### src/rtl/ptr_pkg.sv
package ptr_pkg;
  // Slot offset inside one pointer's 8-address group selects the access mode.
  typedef enum logic [2:0] {
    AM_PLAIN   = 3'd0,
    AM_POSTDEC = 3'd1,
    AM_POSTINC = 3'd2,
    AM_PREINC  = 3'd3,
    AM_INDEX   = 3'd4
  } amode_e;

  localparam int SLOT_STRIDE = 8;
  localparam int NUM_MODES   = 5;
endpackage

### src/rtl/ptr_slot_decode.sv
// Recognises an operand address as one of the virtual pointer slots.
module ptr_slot_decode #(
  parameter int AW = 12,
  parameter int NPTR = 3,
  parameter logic [AW-1:0] VIRT_BASE = 12'hFE8,
  localparam int PW = (NPTR > 1) ? $clog2(NPTR) : 1
) (
  input  logic [AW-1:0] addr,
  output logic          is_slot,
  output logic [PW-1:0] slot_ptr,
  output logic [2:0]    slot_mode
);
  import ptr_pkg::*;
  localparam logic [AW-1:0] SPAN = AW'(NPTR * SLOT_STRIDE);

  logic [AW-1:0] off;

  always_comb begin
    off       = addr - VIRT_BASE;
    slot_mode = off[2:0];
    slot_ptr  = off[PW+2:3];
    is_slot   = (off < SPAN) && (off[2:0] < 3'(NUM_MODES));
  end
endmodule

### src/rtl/ptr_tgt_class.sv
// Classifies an effective address: virtual slot, pointer byte, or memory.
module ptr_tgt_class #(
  parameter int AW = 12,
  parameter int NPTR = 3,
  parameter logic [AW-1:0] VIRT_BASE = 12'hFE8,
  parameter logic [AW-1:0] PTR_BASE = 12'hFE0,
  localparam int PW = (NPTR > 1) ? $clog2(NPTR) : 1
) (
  input  logic [AW-1:0] addr,
  output logic          is_virt,
  output logic          is_preg,
  output logic [PW-1:0] preg_idx,
  output logic          preg_hi
);
  import ptr_pkg::*;
  localparam logic [AW-1:0] VSPAN = AW'(NPTR * SLOT_STRIDE);
  localparam logic [AW-1:0] PSPAN = AW'(NPTR * 2);

  logic [AW-1:0] voff;
  logic [AW-1:0] poff;

  always_comb begin
    voff     = addr - VIRT_BASE;
    poff     = addr - PTR_BASE;
    is_virt  = (voff < VSPAN) && (voff[2:0] < 3'(NUM_MODES));
    is_preg  = (poff < PSPAN);
    preg_idx = poff[PW:1];
    preg_hi  = poff[0];
  end
endmodule

### src/rtl/ptr_ea_calc.sv
// Forms the effective address and the stepped pointer for one access mode.
module ptr_ea_calc #(
  parameter int AW = 12,
  parameter int DW = 8
) (
  input  logic [AW-1:0] ptr,
  input  logic [2:0]    mode,
  input  logic [DW-1:0] wreg,
  output logic [AW-1:0] ea,
  output logic [AW-1:0] ptr_nxt,
  output logic          steps
);
  import ptr_pkg::*;

  logic [AW-1:0] inc;
  logic [AW-1:0] dec;
  logic [AW-1:0] sofs;

  always_comb begin
    inc     = ptr + AW'(1);
    dec     = ptr - AW'(1);
    sofs    = {{(AW-DW){wreg[DW-1]}}, wreg};
    ea      = ptr;
    ptr_nxt = ptr;
    steps   = 1'b0;
    case (amode_e'(mode))
      AM_POSTDEC: begin ptr_nxt = dec; steps = 1'b1; end
      AM_POSTINC: begin ptr_nxt = inc; steps = 1'b1; end
      AM_PREINC:  begin ea = inc; ptr_nxt = inc; steps = 1'b1; end
      AM_INDEX:   ea = ptr + sofs;
      default:    ea = ptr;
    endcase
  end
endmodule

### src/rtl/ptr_bank.sv
// Pointer registers: byte writes dominate automatic steps.
module ptr_bank #(
  parameter int AW = 12,
  parameter int DW = 8,
  parameter int NPTR = 3,
  localparam int PW = (NPTR > 1) ? $clog2(NPTR) : 1,
  localparam int HB = AW - DW
) (
  input  logic             clk,
  input  logic             rst_n,
  input  logic             bw_en,
  input  logic [PW-1:0]    bw_idx,
  input  logic             bw_hi,
  input  logic [DW-1:0]    bw_data,
  input  logic             up_en,
  input  logic [PW-1:0]    up_idx,
  input  logic [AW-1:0]    up_val,
  output logic [NPTR*AW-1:0] ptr_flat
);
  for (genvar k = 0; k < NPTR; k++) begin : g_ptr
    logic [AW-1:0] q;
    logic [AW-1:0] d;
    logic          en;

    always_comb begin
      d  = q;
      en = 1'b0;
      if (bw_en && (bw_idx == PW'(k))) begin
        en = 1'b1;
        d  = bw_hi ? {bw_data[HB-1:0], q[DW-1:0]} : {q[AW-1:DW], bw_data};
      end else if (up_en && (up_idx == PW'(k))) begin
        en = 1'b1;
        d  = up_val;
      end
    end

    always_ff @(posedge clk or negedge rst_n) begin
      if (!rst_n) begin
        q <= '0;
      end else if (en) begin
        q <= d;
      end
    end

    assign ptr_flat[k*AW +: AW] = q;
  end
endmodule

### src/rtl/ind_ptr_unit.sv
module ind_ptr_unit #(
  parameter int AW = 12,
  parameter int DW = 8,
  parameter int NPTR = 3,
  parameter logic [AW-1:0] VIRT_BASE = 12'hFE8,
  parameter logic [AW-1:0] PTR_BASE = 12'hFE0,
  localparam int PW = (NPTR > 1) ? $clog2(NPTR) : 1
) (
  input  logic               clk,
  input  logic               rst_n,
  input  logic [AW-1:0]      op_addr,
  input  logic               op_rd,
  input  logic               op_wr,
  input  logic [DW-1:0]      op_wdata,
  input  logic [DW-1:0]      wreg,
  output logic [AW-1:0]      mem_addr,
  output logic               mem_rd,
  output logic               mem_wr,
  input  logic [DW-1:0]      mem_rdata,
  output logic [DW-1:0]      rd_data,
  output logic               zero_rd,
  output logic               upd_nf,
  output logic [NPTR*AW-1:0] ptr_flat
);
  // Reset: asserted asynchronously, released after two edges.
  logic rst_q1, rst_sync_n;
  always_ff @(posedge clk or negedge rst_n) begin
    if (!rst_n) begin
      rst_q1     <= 1'b0;
      rst_sync_n <= 1'b0;
    end else begin
      rst_q1     <= 1'b1;
      rst_sync_n <= rst_q1;
    end
  end

  logic          acc, rd_only;
  logic          op_slot;
  logic [PW-1:0] op_ptr;
  logic [2:0]    op_mode;
  logic [AW-1:0] ptr_a [NPTR];
  logic [AW-1:0] ptr_sel, ea_ind, ptr_nxt, tgt;
  logic          steps;
  logic          t_virt, t_preg, t_hi;
  logic [PW-1:0] t_idx;
  logic [AW-1:0] t_ptr;

  assign acc     = op_rd | op_wr;
  assign rd_only = op_rd & ~op_wr;

  for (genvar k = 0; k < NPTR; k++) begin : g_unpack
    assign ptr_a[k] = ptr_flat[k*AW +: AW];
  end

  ptr_slot_decode #(.AW(AW), .NPTR(NPTR), .VIRT_BASE(VIRT_BASE)) i_slot (
    .addr(op_addr), .is_slot(op_slot), .slot_ptr(op_ptr), .slot_mode(op_mode)
  );

  assign ptr_sel = ptr_a[op_ptr];

  ptr_ea_calc #(.AW(AW), .DW(DW)) i_ea (
    .ptr(ptr_sel), .mode(op_mode), .wreg(wreg),
    .ea(ea_ind), .ptr_nxt(ptr_nxt), .steps(steps)
  );

  assign tgt = op_slot ? ea_ind : op_addr;

  ptr_tgt_class #(.AW(AW), .NPTR(NPTR), .VIRT_BASE(VIRT_BASE), .PTR_BASE(PTR_BASE)) i_tgt (
    .addr(tgt), .is_virt(t_virt), .is_preg(t_preg), .preg_idx(t_idx), .preg_hi(t_hi)
  );

  assign t_ptr = ptr_a[t_idx];

  always_comb begin
    mem_addr = tgt;
    mem_rd   = rd_only & ~t_virt & ~t_preg;
    mem_wr   = op_wr & ~t_virt & ~t_preg;
    zero_rd  = rd_only & t_virt;
    upd_nf   = acc & op_slot & steps;
    if (t_virt) begin
      rd_data = '0;
    end else if (t_preg) begin
      rd_data = t_hi ? DW'(t_ptr[AW-1:DW]) : t_ptr[DW-1:0];
    end else begin
      rd_data = mem_rdata;
    end
  end

  ptr_bank #(.AW(AW), .DW(DW), .NPTR(NPTR)) i_bank (
    .clk(clk), .rst_n(rst_sync_n),
    .bw_en(op_wr & t_preg), .bw_idx(t_idx), .bw_hi(t_hi), .bw_data(op_wdata),
    .up_en(acc & op_slot & steps), .up_idx(op_ptr), .up_val(ptr_nxt),
    .ptr_flat(ptr_flat)
  );
endmodule

### config.mk
export PLATFORM = sky130hd
export DESIGN_NAME = ind_ptr_unit
export DESIGN_NICKNAME = d
export VERILOG_FILES = /design/src/rtl/ptr_pkg.sv /design/src/rtl/ptr_slot_decode.sv /design/src/rtl/ptr_tgt_class.sv /design/src/rtl/ptr_ea_calc.sv /design/src/rtl/ptr_bank.sv /design/src/rtl/ind_ptr_unit.sv
export SDC_FILE = /design/constraint.sdc
export NUM_CORES = 1
export LEC_CHECK = 0
export BUFFER_PORTS_ARGS = -buffer_cell sky130_fd_sc_hd__buf_2
export CAP_MARGIN = 20
export CORE_UTILIZATION = 57
export CTS_CLUSTER_DIAMETER = 120
export DETAILED_ROUTE_END_ITERATION = 7
export GPL_ROUTABILITY_DRIVEN = 0
export GPL_TIMING_DRIVEN = 1
export MAX_ROUTING_LAYER = met4
export PLACE_DENSITY = 0.83
export SYNTH_ARGS = -nofsm -noshare
export SYNTH_HDL_FRONTEND = slang
export SYNTH_SLANG_ARGS = --single-unit
### constraint.sdc
create_clock -name clk -period 8.5 [get_ports clk]
set_input_delay 1.7 -clock clk [delete_from_list [all_inputs] [get_ports clk]]
set_output_delay 1.7 -clock clk [all_outputs]
set_load 0.01 [all_outputs]
After elaboration in Yosys (flattened, before gate mapping)

Cells that the tools add are included.

Output and inout bits: 60
Bits in registers: 38

Reductions and logical operators: 21
Equal/unequal tests: 14
Multiplexer cells: 26
Bitwise operators: 15
$add $sub $neg: 6
Magnitude comparators: 7

Operators with widths:

| operator                                                 | number |
|---|---|
| two-way mux 12 bit                                       | 12 |
| binary-select mux 12 bit (select 2 bit)                  | 2 |
| one-hot mux 12 bit (2 select lines)                      | 2 |
| subtractor 12 bit, second input constant                 | 3 |
| < comparator 12 x 5 -> 1 bit, second input constant      | 2 |
| two-way mux 8 bit                                        | 3 |
| AND reduction 3 bit                                      | 6 |
| adder 12 x 1 -> 12 bit, second input constant            | 1 |
| adder 12 bit                                             | 1 |
| < comparator 12 x 3 -> 1 bit, second input constant      | 1 |
| inequality test 2 bit, second input constant             | 6 |
| subtractor 12 x 1 -> 12 bit, second input constant       | 1 |
| AND 1 bit                                                | 9 |
| logical AND 1 bit                                        | 8 |
| two-way mux 1 bit                                        | 7 |
| equality test 3 x 2 -> 1 bit, second input constant      | 2 |
| greater-or-equal comparator 3 bit, second input constant | 2 |
| < comparator 3 bit, second input constant                | 2 |
| inverter 2 -> 3 bit                                      | 2 |
| nonzero test 2 bit                                       | 3 |
| equality test 2 x 1 -> 1 bit, second input constant      | 2 |
| equality test 2 bit, second input constant               | 2 |
| logical NOT 2 bit                                        | 2 |
| equality test 3 x 1 -> 1 bit, second input constant      | 1 |
| other kinds (5)                                          | 7 |

Logic depth before layout (Yosys ltp)

Depth after elaboration: 16
Depth in mapped cells: 25
Mapped depth without buffers: 21

By module

A second synthesis with hierarchy kept.

Cells, all modules: 503
Area, all modules: 4320.4 um2

By module, submodules not included:

| module          | sequential area each (um2) | times used | area an instance (um2) | cells an instance |
|---|---|---|---|---|
| ptr_bank        | 900.9                      | 1          | 1747.9                 | 139 |
| ptr_ea_calc     | 0.0                        | 1          | 1328.8                 | 204 |
| ind_ptr_unit    | 50.0                       | 1          | 874.6                  | 108 |
| ptr_tgt_class   | 0.0                        | 1          | 236.5                  | 33 |
| ptr_slot_decode | 0.0                        | 1          | 132.6                  | 19 |

Worst setup path before layout

OpenSTA, ideal clock, no wires.

Kind: input to output
Start: in op_addr[3]
End: out mem_rd
Arrival time: 6.081 ns
Slack: 0.719 ns
Stages on the path: 20
Path through: inv_2 ha_1 buf_4 mux2_1 o21ai_1 inv_2 ha_1 nor2b_1 o31ai_1 a211o_1 nand4_1 o32a_1 ha_1 o211ai_1 nor4_1 o311a_1 and2_1 buf_2 buf_2 nor4b_1

Word-level cells in the longest chain between the ends: 14

Ends and longest elaborated chain:

| what                                                          | RTL line                             | source |
|---|---|---|
| start: declaration                                            | ind_ptr_unit.sv:11                   | `input logic [AW-1:0] op_addr,` |
| subtractor 12 bit (*)                                         | ptr_slot_decode.sv:19                | `off = addr - VIRT_BASE;` |
| inverter 2 -> 3 bit (not written as such)                     | ind_ptr_unit.sv:59                   | `assign ptr_sel = ptr_a[op_ptr];` |
| binary-select mux 12 bit (select 2 bit)                       | ind_ptr_unit.sv:59                   |  |
| two-way mux 12 bit (not written as such) (2 in series)        | ind_ptr_unit.sv:59                   |  |
| adder 12 bit / adder 12 x 1 -> 12 bit (equally long branches) | ptr_ea_calc.sv:30, ptr_ea_calc.sv:20 |  |
| one-hot mux 12 bit (2 select lines)                           | ptr_ea_calc.sv:26                    | `case (amode_e'(mode))` |
| two-way mux 12 bit (*)                                        | ind_ptr_unit.sv:66                   | `assign tgt = op_slot ? ea_ind : op_addr;` |
| named net mem_addr[6]                                         | ind_ptr_unit.sv:16                   | `output logic [AW-1:0] mem_addr,` |
| subtractor 12 bit                                             | ptr_tgt_class.sv:23                  | `voff = addr - VIRT_BASE;` |
| < comparator 12 x 5 -> 1 bit                                  | ptr_tgt_class.sv:25                  | `is_virt = (voff < VSPAN) && (voff[2:0] < 3'(NUM_MODES));` |
| logical AND 1 bit                                             | ptr_tgt_class.sv:25                  |  |
| inverter 1 bit                                                | ind_ptr_unit.sv:76                   | `mem_rd = rd_only & ~t_virt & ~t_preg;` |
| AND 1 bit                                                     | ind_ptr_unit.sv:76                   |  |
| AND 1 bit (*)                                                 | ind_ptr_unit.sv:76                   |  |
| end: declaration                                              | ind_ptr_unit.sv:17                   | `output logic mem_rd,` |

The timed path passes the listed nets; every way through them passes the cells marked *. The select of a mux whose other input is x is not followed.

Worst setup path in the final report

Start: in op_addr[4]
End: out zero_rd

Word-level cells in the longest chain between the ends: 12

Ends and longest elaborated chain:

| what                                                                      | RTL line                             | source |
|---|---|---|
| subtractor 12 bit                                                         | ptr_slot_decode.sv:19                |  |
| inverter 2 -> 3 bit (not written as such)                                 | ind_ptr_unit.sv:59                   |  |
| binary-select mux 12 bit (select 2 bit)                                   | ind_ptr_unit.sv:59                   |  |
| two-way mux 12 bit (not written as such) (2 in series)                    | ind_ptr_unit.sv:59                   |  |
| adder 12 bit / adder 12 x 1 -> 12 bit (equally long branches)             | ptr_ea_calc.sv:30, ptr_ea_calc.sv:20 |  |
| one-hot mux 12 bit (2 select lines)                                       | ptr_ea_calc.sv:26                    |  |
| two-way mux 12 bit (*)                                                    | ind_ptr_unit.sv:66                   |  |
| subtractor 12 bit (*)                                                     | ptr_tgt_class.sv:23                  |  |
| < comparator 12 x 5 -> 1 bit / < comparator 3 bit (equally long branches) | ptr_tgt_class.sv:25                  |  |
| logical AND 1 bit (*)                                                     | ptr_tgt_class.sv:25                  |  |
| AND 1 bit (*)                                                             | ind_ptr_unit.sv:78                   | `zero_rd = rd_only & t_virt;` |
| end: declaration                                                          | ind_ptr_unit.sv:21                   | `output logic zero_rd,` |

Mark *: on every way between the ends. The rest lies on a longest branch, timed or not. The select of a mux whose other input is x is not followed.

==> summary.md <==
| Metric | Value |
|---|---|
| DRC | `0` |
| IO Count | `100` |
| Number of synthesized flops with an enable pin | `0` |
| HP Class | `register to asynchronous set/reset pin` |
| Fin. Hold Viols | `0` |
| Final Critical Period | `8236 ps` |
| Delay of the slowest critical-path stage | `510 ps` |
| Vias post-DR | `5660` |
| Overflow after GRT | `0` |
| Pwr/cell area | `96.58 nW/µm²` |
| Clock transition at path regs | `approximately 80 ps` |
| R2r startpoint | `i_bank.g_ptr[2].q[5]$_DFFE_PN0P_` |
| Synthesized flop and latch total | `38` |
| Kind of critical path | `input pin to output pin` |
| Area grow syn2layout | `15.79%` |
| Post-placement cell area | `around 5200 µm²` |
| Die Wd | `92.50 µm` |
| Area of the multi-input gates | `3386 µm²` |
| CP Cell Sequence | `buf_2 > inv_1 > ha_2 > buf_4 > mux2_2 > a22oi_2 > inv_1 > ha_1 > a21oi_1 > o21ai_0 > nor4_1 > mux2i_1 > a31oi_1 > or3_1 > or3_1 > nand2_1 > and4b_2 > and3b_1 > buf_2` |
| Pleak | `2.610 nW` |
| Dpl cells | `794` |
| Peak Freq | `around 120 MHz` |
| Clock Root Buffer | `clkbuf_8` |
| Asr flop ratio synth | `1.000` |
| Initial DRT Pass Iterations | `8` |
| Final Skew | `roughly 17 ps` |
| Worst ir drop on vdd | `0.06893 mV` |
| Final #Nets | `762` |
| Total GRT Usage | `0.3993` |
| Die height | `between 90 and 100 µm` |
| Die area | `8555 µm²` |
| Critical Path Source | `op_addr[4]` |
| Seq/Total Area, Yosys | `0.2037` |
| Most frequent cells in the layout | `buf_2, nand2_1, nor2_1` |
| CP startpoint kind | `input pin` |
| Initial Utilization | `0.5979` |
| Finished Layout Cells | `805` |
| Initial antenna violation count | `0` |
| RSZ-0062 raised after global routing | `false` |
| Setup TNS | `0 ps` |
| Port Buffer Count | `99` |
| CTS tree | `done` |
| Filler cell count | `649` |
| Commonest non-fill, non-tap cell in the layout | `buf_2` |
| Final slew viol count | `0` |
| Mapped Area | `4668 µm²` |
| Final WL | `about 17000 µm` |
| CTS H-tree depth | `2` |
| Antenna-violating nets left | `0` |
| First-pass GRT wire length | `about 26000 µm` |
| Slew @ Worst Pin | `1060 ps` |
| Ys flop type | `dfrtp_1` |
| Vias per cell | `7.031` |
| CORE AREA | `roughly 7800 µm²` |
| Post-synthesis net count | `673` |
| Worst Path Max Fanout | `11` |
| Worst EP arrival | `6540 ps` |
| FP Rows | `32` |
| Post-CTS Hold Buffers | `0` |
| FF/Latch Area | `950.9 µm²` |
| Largest net degree at the start of global routing | `37` |
| Crit path max-delay family | `simple AND/OR/NAND/NOR gates` |
| Sink Count | `38` |
| Syn Area/Cell | `7.615 µm²` |
| Diodes inserted | `0` |
| WP buf/inv | `5` |
| Final setup viols | `0` |
| CP required | `6800 ps` |
| Slew margin rel. | `0.2842` |
| Tcrit/Tclk final | `0.9690` |
| Cells after Synth | `613` |
| Critical-path top delay cell | `ha_2` |
| Synth warn | `0` |
| Max cap viols | `0` |
| Iter 0 DRT Violations | `463` |
| Count of cell types in the netlist | `between 70 and 80` |
| Final non-filler cell area | `~5400 µm²` |
| CTS Buf Count | `5` |
| Final HPWL DP | `approximately 12000 µm` |
| Skew-Pair Late Insertion Delay | `just over 300 ps` |
| Share of post-route cells with drive strength above 1 | `0.2504` |
| WL per Instance | `20.50 µm` |
| Status | `completed` |
| Max Buffers Root-to-Sink | `2` |
| Critical Path End Type | `output pin` |
| Number of global-route vias before repair | `5206` |
[flip-flops by register name, indices dropped and copies added, names as in the netlist]
signal / flops
rst_q1: 1
rst_sync_n: 1
i_bank.g_ptr.q: 36
[per-stage QoR]
step	util	hold WS, ps	worst slack, ps	total power [mW]
3_3_place_gp	0.6705	280.8	283.4	0.3252
6_report	0.6923	272.4	263.7	0.5220
5_1_grt	0.6923	347.5	0.1368	0.5412
3_5_place_dp	0.6705	289.6	22.07	0.3296
4_1_cts	0.6881	288.9	17.07	0.5135
2_1_floorplan	-	331.2	718.9	0.2823
[cells in the mapped netlist, types with 8 or more instances]
cell type  count  share of area
clkbuf_1      14          0.011
nand4_1       11          0.015
nand2_1       63          0.051
mux2_2         8          0.019
inv_2          8         0.0064
nor3_1        29          0.031
a221o_1       15          0.032
o221a_2        8          0.019
a21oi_1       38          0.041
nor2_1        50          0.040
buf_2         15          0.016
dfrtp_1       38           0.20
o21ai_0       30          0.032
nand3_1       24          0.026
nor4_1        10          0.013
ha_1          19          0.051
o31ai_1        8          0.013
and2_1         9          0.012
inv_1         32          0.026
xnor2_1       11          0.021
nor3b_1       11          0.018
mux2i_1       17          0.036
[layout make-up]
cell class,instances,share of cell area
multi-input cells,497,0.6264
well taps,102,0.02361
flip-flops and latches,38,0.1759
clock buffers,5,0.01273
inverters,40,0.02778
clock inverters,3,0.01273
repair buffers,120,0.1208
[per-layer routing]
metal | global-route usage | vias to the layer above | part of all wire | wire length [µm]
li1 | - | 2487 | - | -
met1 | 0.4748 | 2600 | 0.37 | 6094
met2 | 0.6463 | 480 | 0.47 | 7721
met3 | 0.06240 | 93 | 0.11 | 1834
met4 | 0.2214 | 0 | 0.052 | 851
met5 | - | - | 0 | 0
[power by group]
group	switching (mW)	total (mW)	internal (mW)	leakage, nW
Combinational	0.0920	0.145	0.0530	2.02
Sequential	0.00400	0.188	0.184	0.520
Clock	0.0716	0.189	0.118	0.0683
Total	0.168	0.522	0.354	2.61
[worst paths after layout]
kind | endpoint | slack [ps] | cells past startpoint
setup / recovery | zero_rd | 260 | 19
hold / removal | i_bank.g_ptr[0].q[8]$_DFFE_PN0P_ | 270 | 1
setup reg to reg | i_bank.g_ptr[1].q[1]$_DFFE_PN0P_ | 3400 | 18
hold reg to reg | i_bank.g_ptr[0].q[8]$_DFFE_PN0P_ | 270 | 1
max in group asynchronous | rst_sync_n$_DFF_PN0_ | 7230 | 1
min in group clk | rst_sync_n$_DFF_PN0_ | 360 | 0
[kinds of logic (layout without fill, tap and decap cells)]
logic type,count (synthesis),in the layout,share of synthesized area
xor+xnor,15,15,0.02814
fa+ha+maj,20,20,0.05521
flops,38,38,0.2037
buf+inv,78,168,0.07317
mux,28,28,0.06432
simple gates,248,248,0.2777
other cells,1,1,0.0008033
compound gates,185,185,0.2970
[worst register-to-register path, stage by stage (launching register included)]
cell,delay (ps)
dfrtp_1,430
mux2_2,290
a22oi_1,320
inv_2,180
ha_1,450
o211a_1,200
o31ai_2,100
a211o_1,270
nand4_1,90
o32a_1,280
ha_1,250
inv_1,80
o211ai_1,130
nor4_1,80
o311a_1,360
buf_4,190
a31oi_1,840
nor3b_1,150
a221o_1,300
[repair_timing]
action,4_1_cts,5_1_grt
setup endpoints to repair,0,11
setup buffers,0,3
gates resized for setup,0,4
hold endpoints to repair,0,0
(Power assumes the default switching activity.)
